### config.mk
export PLATFORM = sky130hd
export DESIGN_NAME = drp_top
export DESIGN_NICKNAME = d
export VERILOG_FILES = /design/src/rtl/drp_pkg.sv /design/src/rtl/drp_ctrl.sv /design/src/rtl/drp_datapath.sv /design/src/rtl/drp_top.sv
export SDC_FILE = /design/constraint.sdc
export NUM_CORES = 1
export LEC_CHECK = 0
export BUFFER_PORTS_ARGS = -buffer_cell sky130_fd_sc_hd__buf_4
export CAP_MARGIN = 20
export CORE_MARGIN = 5
export CORE_UTILIZATION = 40
export CTS_BUF_LIST = sky130_fd_sc_hd__clkbuf_16
export CTS_CLUSTER_SIZE = 10
export DETAILED_ROUTE_END_ITERATION = 10
export GPL_TIMING_DRIVEN = 0
export MAX_ROUTING_LAYER = met4
export RECOVER_POWER = 50
export SYNTH_ARGS = -nofsm -noshare
export SYNTH_HDL_FRONTEND = slang
export SYNTH_SLANG_ARGS = --single-unit
### constraint.sdc
create_clock -name clk -period 4.1 [get_ports clk]
set_clock_uncertainty 0.05 [all_clocks]
set_input_delay 0.205 -clock clk [delete_from_list [all_inputs] [get_ports clk]]
set_output_delay 0.205 -clock clk [all_outputs]
set_load 0.01 [all_outputs]
### src/rtl/drp_pkg.sv
package drp_pkg;

  typedef enum logic [3:0] {
    ST_IDLE,
    ST_RF_CAS,
    ST_RF_BOTH,
    ST_RF_RAS,
    ST_RF_PRE,
    ST_AC_ROW,
    ST_AC_RAS,
    ST_AC_COL,
    ST_AC_CAS,
    ST_AC_WEREL,
    ST_AC_RASREL,
    ST_AC_PRE
  } drp_state_e;

  typedef struct packed {
    logic rasN;
    logic casN;
    logic weN;
    logic selCol;
    logic driveD;
    logic latchIn;
    logic capQ;
    logic incAddr;
  } drp_stb_t;

endpackage

### src/rtl/drp_ctrl.sv
module drp_ctrl
  import drp_pkg::*;
#(
  parameter int REFRESH_CNT = 8,
  parameter int SETUP_CYC   = 1,
  parameter int RAS_CYC     = 2,
  parameter int CAS_CYC     = 2,
  parameter int PRE_CYC     = 2
) (
  input  logic     clk,
  input  logic     rstN,
  input  logic     sampleTick,
  input  logic     playMode,
  output drp_stb_t stb
);

  localparam int MAX_A = (SETUP_CYC > RAS_CYC) ? SETUP_CYC : RAS_CYC;
  localparam int MAX_B = (CAS_CYC > PRE_CYC) ? CAS_CYC : PRE_CYC;
  localparam int MAX_D = (MAX_A > MAX_B) ? MAX_A : MAX_B;
  localparam int TW    = $clog2(MAX_D + 1);
  localparam int RW    = $clog2(REFRESH_CNT + 1);

  drp_state_e state, nextState;
  logic [TW-1:0] timer;
  logic [RW-1:0] refCnt;
  logic pend, isWr, advance;

  function automatic logic [TW-1:0] phaseLen(drp_state_e s);
    case (s)
      ST_RF_CAS, ST_AC_ROW, ST_AC_COL: phaseLen = TW'(SETUP_CYC - 1);
      ST_RF_BOTH, ST_AC_RAS:           phaseLen = TW'(RAS_CYC - 1);
      ST_RF_RAS, ST_AC_CAS:            phaseLen = TW'(CAS_CYC - 1);
      ST_RF_PRE, ST_AC_PRE:            phaseLen = TW'(PRE_CYC - 1);
      default:                         phaseLen = '0;
    endcase
  endfunction

  assign advance = (state == ST_IDLE) ? pend : (timer == '0);

  always_comb begin
    nextState = state;
    case (state)
      ST_IDLE:      nextState = ST_RF_CAS;
      ST_RF_CAS:    nextState = ST_RF_BOTH;
      ST_RF_BOTH:   nextState = ST_RF_RAS;
      ST_RF_RAS:    nextState = ST_RF_PRE;
      ST_RF_PRE:    nextState = (refCnt == RW'(REFRESH_CNT - 1)) ? ST_AC_ROW : ST_RF_CAS;
      ST_AC_ROW:    nextState = ST_AC_RAS;
      ST_AC_RAS:    nextState = ST_AC_COL;
      ST_AC_COL:    nextState = ST_AC_CAS;
      ST_AC_CAS:    nextState = isWr ? ST_AC_WEREL : ST_AC_RASREL;
      ST_AC_WEREL:  nextState = ST_AC_RASREL;
      ST_AC_RASREL: nextState = ST_AC_PRE;
      ST_AC_PRE:    nextState = ST_IDLE;
      default:      nextState = ST_IDLE;
    endcase
  end

  always_ff @(posedge clk or negedge rstN) begin
    if (!rstN) begin
      state  <= ST_IDLE;
      timer  <= '0;
      refCnt <= '0;
      pend   <= 1'b0;
      isWr   <= 1'b0;
    end else begin
      pend <= (pend && !(state == ST_IDLE)) || sampleTick;
      if (advance) begin
        state <= nextState;
        timer <= phaseLen(nextState);
        if (state == ST_IDLE) begin
          isWr   <= !playMode;
          refCnt <= '0;
        end else if (state == ST_RF_PRE) begin
          refCnt <= refCnt + 1'b1;
        end
      end else begin
        timer <= timer - 1'b1;
      end
    end
  end

  always_comb begin
    stb = '{rasN: 1'b1, casN: 1'b1, weN: 1'b1, selCol: 1'b0,
            driveD: 1'b0, latchIn: 1'b0, capQ: 1'b0, incAddr: 1'b0};
    case (state)
      ST_RF_CAS:  stb.casN = 1'b0;
      ST_RF_BOTH: begin stb.casN = 1'b0; stb.rasN = 1'b0; end
      ST_RF_RAS:  stb.rasN = 1'b0;
      ST_AC_ROW:  stb.latchIn = advance && isWr;
      ST_AC_RAS:  begin stb.rasN = 1'b0; stb.driveD = isWr; end
      ST_AC_COL: begin
        stb.rasN = 1'b0; stb.selCol = 1'b1;
        stb.driveD = isWr; stb.weN = !isWr;
      end
      ST_AC_CAS: begin
        stb.rasN = 1'b0; stb.casN = 1'b0; stb.selCol = 1'b1;
        stb.driveD = isWr; stb.weN = !isWr;
        stb.capQ = advance && !isWr;
      end
      ST_AC_WEREL: begin
        stb.rasN = 1'b0; stb.casN = 1'b0; stb.selCol = 1'b1; stb.driveD = 1'b1;
      end
      ST_AC_RASREL: begin
        stb.casN = 1'b0; stb.selCol = 1'b1; stb.incAddr = advance;
      end
      default: ;
    endcase
  end

endmodule

### src/rtl/drp_datapath.sv
module drp_datapath
  import drp_pkg::*;
#(
  parameter int ADDR_W = 10
) (
  input  logic              clk,
  input  logic              rstN,
  input  drp_stb_t          stb,
  input  logic              sinBit,
  input  logic              dramQ,
  output logic              ctlOe,
  output logic [ADDR_W-1:0] dramAddr,
  output logic              dramD,
  output logic              sOut,
  output logic              playMode
);

  localparam logic [ADDR_W-1:0] FIELD_MAX = '1;

  logic [ADDR_W-1:0] rowCtr, colCtr;
  logic sampleBit;

  assign dramAddr = stb.selCol ? colCtr : rowCtr;
  assign dramD    = sampleBit;

  always_ff @(posedge clk or negedge rstN) begin
    if (!rstN) begin
      rowCtr    <= '0;
      colCtr    <= '0;
      playMode  <= 1'b0;
      sOut      <= 1'b0;
      sampleBit <= 1'b0;
      ctlOe     <= 1'b0;
    end else begin
      ctlOe <= 1'b1;
      if (stb.latchIn) begin
        sampleBit <= sinBit;
        sOut      <= sinBit;
      end
      if (stb.capQ) sOut <= dramQ;
      if (stb.incAddr) begin
        if (rowCtr == FIELD_MAX) begin
          rowCtr <= '0;
          if (colCtr == FIELD_MAX) begin
            colCtr   <= '0;
            playMode <= 1'b1;
          end else begin
            colCtr <= colCtr + 1'b1;
          end
        end else begin
          rowCtr <= rowCtr + 1'b1;
        end
      end
    end
  end

endmodule

### src/rtl/drp_top.sv
module drp_top
  import drp_pkg::*;
#(
  parameter int ADDR_W      = 10,
  parameter int REFRESH_CNT = 8,
  parameter int SETUP_CYC   = 1,
  parameter int RAS_CYC     = 2,
  parameter int CAS_CYC     = 2,
  parameter int PRE_CYC     = 2
) (
  input  logic              clk,
  input  logic              rstN,
  input  logic              sampleTick,
  input  logic              sinBit,
  input  logic              dramQ,
  output logic              ctlOe,
  output logic [ADDR_W-1:0] dramAddr,
  output logic              dramRasN,
  output logic              dramCasN,
  output logic              dramWeN,
  output logic              dramD,
  output logic              dramDOe,
  output logic              sOut,
  output logic              playMode
);

  drp_stb_t stb;

  drp_ctrl #(
    .REFRESH_CNT(REFRESH_CNT), .SETUP_CYC(SETUP_CYC), .RAS_CYC(RAS_CYC),
    .CAS_CYC(CAS_CYC), .PRE_CYC(PRE_CYC)
  ) ctrl_i (
    .clk(clk), .rstN(rstN), .sampleTick(sampleTick), .playMode(playMode), .stb(stb)
  );

  drp_datapath #(.ADDR_W(ADDR_W)) dp_i (
    .clk(clk), .rstN(rstN), .stb(stb), .sinBit(sinBit), .dramQ(dramQ),
    .ctlOe(ctlOe), .dramAddr(dramAddr), .dramD(dramD), .sOut(sOut),
    .playMode(playMode)
  );

  assign dramRasN = stb.rasN;
  assign dramCasN = stb.casN;
  assign dramWeN  = stb.weN;
  assign dramDOe  = stb.driveD;

endmodule

==> results.txt, run 1 <==
----------------------------------------------------
[Timing]
  Setup TNS ... 0 ps
  Number of setup violations in the final report ... 0
  Transition time at the pin with the least slew margin ... 1950 ps
  Final Hold Fails ... 0
  RSZ-0062 raised after global routing ... false
  Worst slew margin ... -29.8%
  Shortest clock period the worst path allows after layout ... 2500 ps
  Final cycle utilization of the critical path ... 61.0%
  Final-report max-slew violation count ... 37
  Hold slack ... 72.8 ps
  Maximum operating frequency ... 400 MHz

[Floorplan]
  Placeable core region ... 0.00504 sq mm
  Starting density of the core ... 40.7%
  Die outline area ... 0.00667 sq mm
  DIE WIDTH ... 81.6 um
  Row cnt ... 26
  Die extent in y ... 81.6 um
  Number of placed I/O pins ... 23

[Global route]
  GRT Overall Usage ... 16.0%
  Wire length of the first global-routing pass ... 7.72 mm
  Remaining Overflow, GRT ... 0
  Antenna violations before repair ... 0
  Number of global-route vias before repair ... 1655
  Pin count of the biggest net entering global routing ... 37

[Routing]
  Via Count ... 1667
  Number of remaining DRC errors ... 0
  Avg WL per Cell ... 14.6 um
  Post-detailed-route count of antenna-violating nets ... 0
  Total Wirelength ... 4.60 mm
  Detailed-route vias per instance ... 5.31
  Iteration-0 DRC Markers ... 72
  Detailed-routing iteration count for the pre-antenna-repair pass ... 4

[Place]
  Number of buffers added on ports ... 22
  Number of instances in the placed design ... 305
  DP Wirelength ... 3.24 mm
  Gpl congestion ... 0.840

[Synthesis]
  Yosys synthesis warning count ... 0
  Area leader, netlist ... dfrtp_1
  Cell variety after synth ... 46
  Most used DFF post-synth ... dfrtp_1
  Mean area per synthesized cell ... 9.64 sq um
  Count of flip-flops with a built-in enable after synthesis ... 0
  Leading cell type by number of instances after synthesis ... dfrtp_1
  Cells taking the most area after synthesis ... dfrtp_1, mux2_2, nand2_1, o21ai_0, ha_1
  Post-synth top cells ... dfrtp_1, nand2_1, o21ai_0, mux2_2, nand3_1
  Number of nets produced by synthesis ... 222
  Post-synthesis register bit count ... 36
  Area of the mapped netlist ... 0.00205 sq mm
  Seq/Total Area, Yosys ... 43.9%
  Fraction of synthesis flops using an asynchronous set or reset pin ... 100%
  Share of Yosys cell area claimed by the top area cell type ... 43.9%
  Synth Instances ... 213

[Clock network]
  Clock tree from TritonCTS ... done
  Maximum buffer depth of the clock tree ... 2
  CTS resizes ... 0
  Number of clock buffers inserted by TritonCTS ... 5
  Number of sinks driven by the clock tree ... 36
  Clock insertion delay at the later pin of the skew report ... 280 ps
  Cell at the root of the clock tree ... clkbuf_16
  Post-CTS clock slew at the launch and capture registers of the worst setup and hold paths ... 50 ps
  H-tree depth ... 2

[Worst setup path]
  Maximum fanout encountered on the critical timing path ... 8
  Arr. time, crit path ... 2610 ps
  Kind of start point of the critical path ... flip-flop
  Critical path class ... flip-flop to flip-flop
  Required time of the critical path ... 4210 ps
  Kind of end point of the critical path ... flip-flop

[Pwr]
  Total Power ... 726 uW
  Peak ir drop on the vdd network ... 0.000155 V
  Power density of the placed cells ... 299 mW/mm^2
  Leakage power of the design ... 0.00111 uW

[Final layout]
  Final cell count without fillers ... 314
  Area Growth Syn to Fin ... 18.2%
  Layout cells sized above 1 ... 18.0%
  Antenna diodes ... 0
  Nets@finish ... 252
  Count of filler cells inserted in the layout ... 503

[Min path]
  Worst hold path class ... primary input to flip-flop

[Run status]
  Failing checks ... max-capacitance violations, max-slew violations
  Outcome ... complete, but fails checks

[Flow run]
  Max-cap violation count ... 1

----------------------------------------------------
[power by group]
part,switching (uW),internal [uW]
Sequential,0.320,357
Clock,139,218
Combinational,8.40,3.85
[cell type report]
cell class	instances	area [sq um]	area share, %
buffer	11	48.8	2.01
clock buffer	5	125	5.15
clock inverter	3	11.3	0.464
inverter	9	33.8	1.39
multi-input combinational	157	1060	43.8
sequential	36	901	37.1
tap	70	87.6	3.61
timing repair buffer	23	156	6.44
[repair_timing]
| item | in CTS | in global routing |
|---|---|---|
| hold endpoints to repair | 36 | 0 |
| hold buffers | 1 | 0 |
| setup buffers | 0 | 0 |
[cell families after synthesis]
| logic type | synth area share [%] |
|---|---|
| compound gates | 13.4 |
| xor+xnor | 4.27 |
| flops | 43.9 |
| buf+inv | 4.02 |
| mux | 9.57 |
| fa+ha+maj | 2.44 |
| simple gates | 22.2 |
| other cells | 0.183 |
[critical path, stage by stage, from the launching register on]
cell      delay (ps)
dfrtp_1          380
inv_1             60
ha_1             130
clkbuf_1         300
o41ai_2          200
nor4b_1          610
mux2_2           400
mux2_2           260
[final timing paths]
| path | cells after the start | to | slack (ps) | startpoint |
|---|---|---|---|---|
| max | 7 | dp_i.sOut | 1600 | ctrl_i.timer[0] |
| min | 2 | ctrl_i.pend | 70 | sampleTick |
| max reg2reg | 7 | dp_i.sOut | 1600 | ctrl_i.timer[0] |
| min reg2reg | 1 | ctrl_i.timer[0] | 400 | ctrl_i.timer[0] |
| max in group asynchronous | 2 | dp_i.dramD | 1920 | rstN |
| min in group asynchronous | 2 | ctrl_i.refCnt[2] | 960 | rstN |
[layer usage]
layer	routed length (um)	track usage, %	share of wire, %	up-vias
met2	2260	25.2	49	23
met3	149	4.71	3.2	6
met5	0	-	0	-
li1	-	-	-	834
met4	61	5.65	1.3	0
met1	2130	19.4	46	804
[sequential cells by signal (all words and copies together) (netlist names)]
signal	cells
ctrl_i.refCnt	4
dp_i.colCtr	10
dp_i.playMode	1
ctrl_i.state	4
dp_i.ctlOe	1
dp_i.sOut	1
ctrl_i.pend	1
dp_i.rowCtr	10
dp_i.dramD	1
ctrl_i.isWr	1
ctrl_i.timer	2
[metrics by stage]
step | setup slack [ps] | area, sq um | util (%)
after detailed placement | 1630 | 2310 | 45.7
after global routing | 1440 | 2430 | 48.1
after floorplan | 2050 | 2050 | -
after global placement | 1630 | 2310 | 45.7
final | 1600 | 2430 | 48.1
after CTS | 1600 | 2450 | 48.6
[cell usage in the layout, fill, tap and decap left out, types with 4 or more instances in the layout]
master,instances
nand2_1,23
a21oi_1,7
clkbuf_1,10
ha_1,4
nand3_1,10
clkbuf_16,5
mux2i_1,5
o31ai_1,6
inv_1,11
xnor2_1,5
mux2_2,13
o21ai_0,14
buf_2,6
buf_4,17
xor2_1,5
dfrtp_1,36
nor2_1,7
nor4_1,7
nor3_1,5
nand4_1,5
No activity file was read; power rests on OpenSTA's default activity.
==> inputs of run 2 (changes only) <==
Settings changed: ABC_AREA set to 1.
Clock period 4.1 ns to 2.09 ns, I/O delays scaled along.
==> results.txt, run 2 <==
----------------------------------------------------
[Run status]
  Outcome ... finished clean

[Floorplan]
  Die outline area ... 0.00719 sq mm
  Number of placed I/O pins ... 23
  Starting density of the core ... 40.9%
  DIE WIDTH ... 84.8 um
  Placeable core region ... 0.00547 sq mm
  Die extent in y ... 84.8 um
  Row cnt ... 27

[Pwr]
  Leakage power of the design ... 0.00126 uW
  Peak ir drop on the vdd network ... 0.000491 V
  Power density of the placed cells ... 1150 mW/mm^2

[Timing]
  Final-report max-slew violation count ... 0
  Setup TNS ... 0 ps
  Final Hold Fails ... 0
  Number of setup violations in the final report ... 0
  RSZ-0062 raised after global routing ... false
  Maximum operating frequency ... 531 MHz
  Shortest clock period the worst path allows after layout ... 1880 ps
  Worst slew margin ... 37.2%
  Final cycle utilization of the critical path ... 90.1%
  Transition time at the pin with the least slew margin ... 941 ps

[Place]
  Number of buffers added on ports ... 22
  DP Wirelength ... 3.53 mm
  Number of instances in the placed design ... 387
  Gpl congestion ... 0.883

[Synthesis]
  Seq/Total Area, Yosys ... 40.3%
  Area leader, netlist ... dfrtp_1
  Share of Yosys cell area claimed by the top area cell type ... 40.3%
  Mean area per synthesized cell ... 7.64 sq um
  Cell variety after synth ... 33
  Leading cell type by number of instances after synthesis ... nand2_1
  Number of nets produced by synthesis ... 302
  Yosys synthesis warning count ... 0
  Area of the mapped netlist ... 0.00224 sq mm
  Cells taking the most area after synthesis ... dfrtp_1, nand2_1, nand3_1, o21ai_0, inv_1
  Post-synth top cells ... nand2_1, dfrtp_1, inv_1, nand3_1, o21ai_0
  Most used DFF post-synth ... dfrtp_1
  Post-synthesis register bit count ... 36
  Fraction of synthesis flops using an asynchronous set or reset pin ... 100%
  Synth Instances ... 293
  Count of flip-flops with a built-in enable after synthesis ... 0

[Clock network]
  Maximum buffer depth of the clock tree ... 2
  Clock insertion delay at the later pin of the skew report ... 280 ps
  Number of sinks driven by the clock tree ... 36
  Clock tree from TritonCTS ... done
  Number of clock buffers inserted by TritonCTS ... 5
  Post-CTS clock slew at the launch and capture registers of the worst setup and hold paths ... 60 ps
  H-tree depth ... 2
  Cell at the root of the clock tree ... clkbuf_16
  Setup Fix Bufs, Post-CTS ... 0

[Worst setup path]
  Arr. time, crit path ... 1730 ps
  Critical path class ... flip-flop to output pin
  Maximum fanout encountered on the critical timing path ... 10
  CP dominant cell by count ... nand2_1
  Cell with the biggest individual delay on the critical path ... dfrtp_1
  Required time of the critical path ... 1940 ps
  Max stage delay on crit path ... 480 ps
  Cells along the critical path ... nor2_4, nand2_1, nand2_2, buf_2, nand2_1, o21ai_0, buf_4
  Kind of start point of the critical path ... flip-flop
  Kind of end point of the critical path ... output pin

[Final layout]
  Total area of sequential cells ... 901 sq um
  Count of filler cells inserted in the layout ... 562
  Total area of multi-input combinational cells ... 0.00112 sq mm
  Area Growth Syn to Fin ... 18.5%
  Final core occ ... 48.4%
  Nets@finish ... 333
  Layout cells sized above 1 ... 15.4%
  Commonest non-fill, non-tap cell in the layout ... nand2_1
  Most frequent cells in the layout ... nand2_1, dfrtp_1, inv_1, nand3_1, o21ai_0
  Final cell count without fillers ... 397
  Largest registers in the final layout ... dp_i.colCtr (10), dp_i.rowCtr (10)
  Antenna diodes ... 0

[Global route]
  Wire length of the first global-routing pass ... 8.51 mm
  Number of global-route vias before repair ... 1885
  Antenna violations before repair ... 0
  Remaining Overflow, GRT ... 0
  GRT Overall Usage ... 15.1%
  Pin count of the biggest net entering global routing ... 37

[Routing]
  Detailed-routing iteration count for the pre-antenna-repair pass ... 4
  Avg WL per Cell ... 12.2 um
  Total Wirelength ... 4.84 mm
  Iteration-0 DRC Markers ... 63
  Post-detailed-route count of antenna-violating nets ... 0
  Detailed-route vias per instance ... 4.76
  Number of remaining DRC errors ... 0
  Via Count ... 1890

[Min path]
  Worst hold path class ... primary input to flip-flop

[Flow run]
  Max-cap violation count ... 0

----------------------------------------------------
run 2: worst max-delay path: cells and delay by family, from the launching register on:
family	cells	cell delay, ps
simple gates	4	490
flops	1	480
buf+inv	2	380
compound gates	1	100
run 2: timing repair:
item | CTS | global route
endpoints found under the hold margin | 37 | 0
resized for setup | 0 | 3
hold buffers | 2 | 0
setup endpoints to repair | 0 | 10
run 2: where the power goes:
part / internal (uW) / switching [uW] / leakage (uW)
combinational: 442 / 798 / 0.000703
sequential: 838 / 125 / 0.000478
clock: 560 / 290 / 0.0000798
total: 1840 / 1210 / 0.00126
run 2: cells by family after synthesis:
| logic type | synth area share, % |
|---|---|
| and+or+nand+nor | 34.7 |
| xor gates and xnor gates | 4.31 |
| AOI/OAI and AO/OA | 9.40 |
| buffers and inverters | 8.89 |
| adders and majority gates | 2.24 |
| DFF | 40.3 |
| other | 0.168 |
run 2: stage by stage:
stage	setup slack (ps)	instance area, sq um	hold WS [ps]	power [uW]
after floorplan	599	2240	-241	1920
after global placement	314	2490	57.4	2260
after detailed placement	313	2490	54.8	2290
after CTS	90.3	2680	30.1	3150
after global routing	52.2	2650	48.4	3310
final	208	2650	29.6	3050
run 2: area by class of cell:
type / instances / area share [%]
Inverter: 39 / 5.71
Tap cell: 72 / 3.40
Clock buffer: 5 / 4.72
Clock inverter: 3 / 1.60
Timing Repair Buffer: 24 / 6.32
Multi-Input combinational cell: 212 / 42.4
Buffer: 6 / 1.84
Sequential cell: 36 / 34.0
run 2: worst paths after layout:
path / start / endpoint / slack [ps] / cells after the start
max reg2reg: dp_i.colCtr[0] / dp_i.playMode / 260 / 5
max in group asynchronous: rstN / ctrl_i.state[3] / 940 / 2
min in group asynchronous: rstN / ctrl_i.refCnt[0] / 460 / 2
max: ctrl_i.state[2] / dramAddr[4] / 210 / 7
min: dramQ / dp_i.sOut / 30 / 3
min reg2reg: dp_i.dramD / dp_i.dramD / 430 / 2
run 2: per-layer routing:
layer / routed length [um] / track usage, %
met5: 0 / -
met4: 70 / 4.89
met3: 198 / 3.83
met2: 2260 / 24.8
met1: 2310 / 18.0
==> inputs of run 3 (changes only) <==
Settings changed: CORE_UTILIZATION 40 to 53, PLACE_DENSITY set to 0.76.
==> results.txt, run 3 (same netlist as run 2, synthesis figures left out) <==
----------------------------------------------------
[Run status]
  Outcome ... finished clean

[Final layout]
  Nets@finish ... 333
  Total area of sequential cells ... 901 sq um
  Total area of multi-input combinational cells ... 0.00112 sq mm
  Final cell count without fillers ... 375
  Layout cells sized above 1 ... 15.4%
  Area Growth Syn to Fin ... 17.3%
  Final core occ ... 64.7%
  Most frequent cells in the layout ... nand2_1, dfrtp_1, inv_1, nand3_1, o21ai_0
  Largest registers in the final layout ... dp_i.colCtr (10), dp_i.rowCtr (10)
  Count of filler cells inserted in the layout ... 371
  Commonest non-fill, non-tap cell in the layout ... nand2_1
  Antenna diodes ... 0

[Global route]
  Antenna violations before repair ... 0
  GRT Overall Usage ... 20.1%
  Pin count of the biggest net entering global routing ... 37
  Number of global-route vias before repair ... 1900
  Remaining Overflow, GRT ... 0
  Wire length of the first global-routing pass ... 8.43 mm

[Routing]
  Number of remaining DRC errors ... 0
  Avg WL per Cell ... 12.7 um
  Post-detailed-route count of antenna-violating nets ... 0
  Iteration-0 DRC Markers ... 90
  Detailed-route vias per instance ... 5.36
  Via Count ... 2010
  Total Wirelength ... 4.74 mm
  Detailed-routing iteration count for the pre-antenna-repair pass ... 4

[Pwr]
  Leakage power of the design ... 0.00126 uW
  Peak ir drop on the vdd network ... 0.000516 V
  Total Power ... 3070 uW
  Power density of the placed cells ... 1170 mW/mm^2

[Timing]
  Final cycle utilization of the critical path ... 91.3%
  Final-report max-slew violation count ... 0
  Number of setup violations in the final report ... 0
  Setup TNS ... 0 ps
  Final Hold Fails ... 0
  Transition time at the pin with the least slew margin ... 885 ps
  Worst slew margin ... 41.0%
  Shortest clock period the worst path allows after layout ... 1910 ps
  RSZ-0062 raised after global routing ... false
  Maximum operating frequency ... 524 MHz

[Worst setup path]
  Cell with the biggest individual delay on the critical path ... dfrtp_1
  Kind of start point of the critical path ... flip-flop
  Critical path class ... flip-flop to output pin
  Cell count of the worst reg-to-reg path ... 9
  Kind of cell adding the most delay to the critical path ... buffers and inverters
  Endpoint of the most critical register-to-register path ... dp_i.colCtr[7]
  Kind of end point of the critical path ... output pin
  Arr. time, crit path ... 1750 ps
  Maximum fanout encountered on the critical timing path ... 10
  Max stage delay on crit path ... 410 ps
  Required time of the critical path ... 1940 ps
  Worst setup slack for register-to-register paths ... 230 ps
  Worst flop-to-flop path startpoint ... ctrl_i.state[1]
  Crit path buf inv count ... 3
  Cells along the critical path ... inv_2, nand4_1, nand2_2, buf_2, nand2_1, o21ai_0, buf_4

[Min path]
  Worst Hold Launch ... dramQ
  Hold path endpoint ... dp_i.sOut
  Cells on Worst Hold Path ... 3
  Worst hold path class ... primary input to flip-flop

[Clock network]
  Clock tree from TritonCTS ... done
  Number of clock buffers inserted by TritonCTS ... 5
  Clock insertion delay at the later pin of the skew report ... 280 ps
  Post-CTS clock slew at the launch and capture registers of the worst setup and hold paths ... 60 ps
  Number of sinks driven by the clock tree ... 36
  H-tree depth ... 2
  Cell at the root of the clock tree ... clkbuf_16
  Maximum buffer depth of the clock tree ... 2

[Place]
  Number of instances in the placed design ... 365
  Number of buffers added on ports ... 22
  Gpl congestion ... 0.869
  DP Wirelength ... 3.46 mm

[Floorplan]
  Number of placed I/O pins ... 23
  Starting density of the core ... 55.1%
  DIE WIDTH ... 75.0 um
  Die outline area ... 0.00562 sq mm
  Die extent in y ... 75.0 um
  Placeable core region ... 0.00406 sq mm
  Row cnt ... 23

[Flow run]
  Max-cap violation count ... 0

----------------------------------------------------
==> run 3: cell counts in the layout (fill, tap and decap cells not counted) <==
No cell type changed its count.
==> run 3: metrics by stage <==
step	hold slack (ps)	worst slack [ps]	area, sq um
after floorplan	-241	599	2240
after global placement	48.2	366	2460
after detailed placement	45.6	335	2460
after CTS	29.9	88.6	2650
after global routing	53.9	49.5	2620
final	37.3	181	2620
==> run 3: worst min-delay path: stages <==
cell and delay, ps:
buf_4 80, nand3_1 70, nand3_1 80
==> run 3: worst max-delay path by stage <==
stage               cells after the start             from  slack [ps]              to
floorplan                               7   dp_i.rowCtr[0]         600  dp_i.colCtr[8]
global placement                        5   dp_i.colCtr[0]         370   dp_i.playMode
detailed placement                      5   dp_i.colCtr[0]         340   dp_i.playMode
CTS                                     6  ctrl_i.state[3]          90     dramAddr[5]
global route                            8  ctrl_i.state[3]          50     dramAddr[5]
finish                                  7  ctrl_i.state[3]         180     dramAddr[2]
==> run 3: timing repair <==
action / CTS / global route
hold buffers: 2 / 0
endpoints found under the setup margin: 0 / 10
hold endpoints to repair: 37 / 0
setup buffers: 0 / 0
resized for setup: 0 / 3
==> run 3: layout make-up <==
cell class / count / share of cell area, %
multi-input combinational: 212 / 42.9
sequential: 36 / 34.3
timing repair buffer: 24 / 6.39
inverter: 39 / 5.77
clock buffer: 5 / 4.77
tap: 50 / 2.38
buffer: 6 / 1.86
clock inverter: 3 / 1.62
==> run 3: where the power goes <==
group	internal [uW]	total, uW	switching (uW)
logic	442	1250	808
registers	837	961	123
clock network	560	854	294
==> run 3: routing by layer <==
metal	track usage (%)	part of all wire, %
met5	-	0
met4	7.11	1.9
met3	4.27	5.3
met2	31.6	47
met1	25.7	45
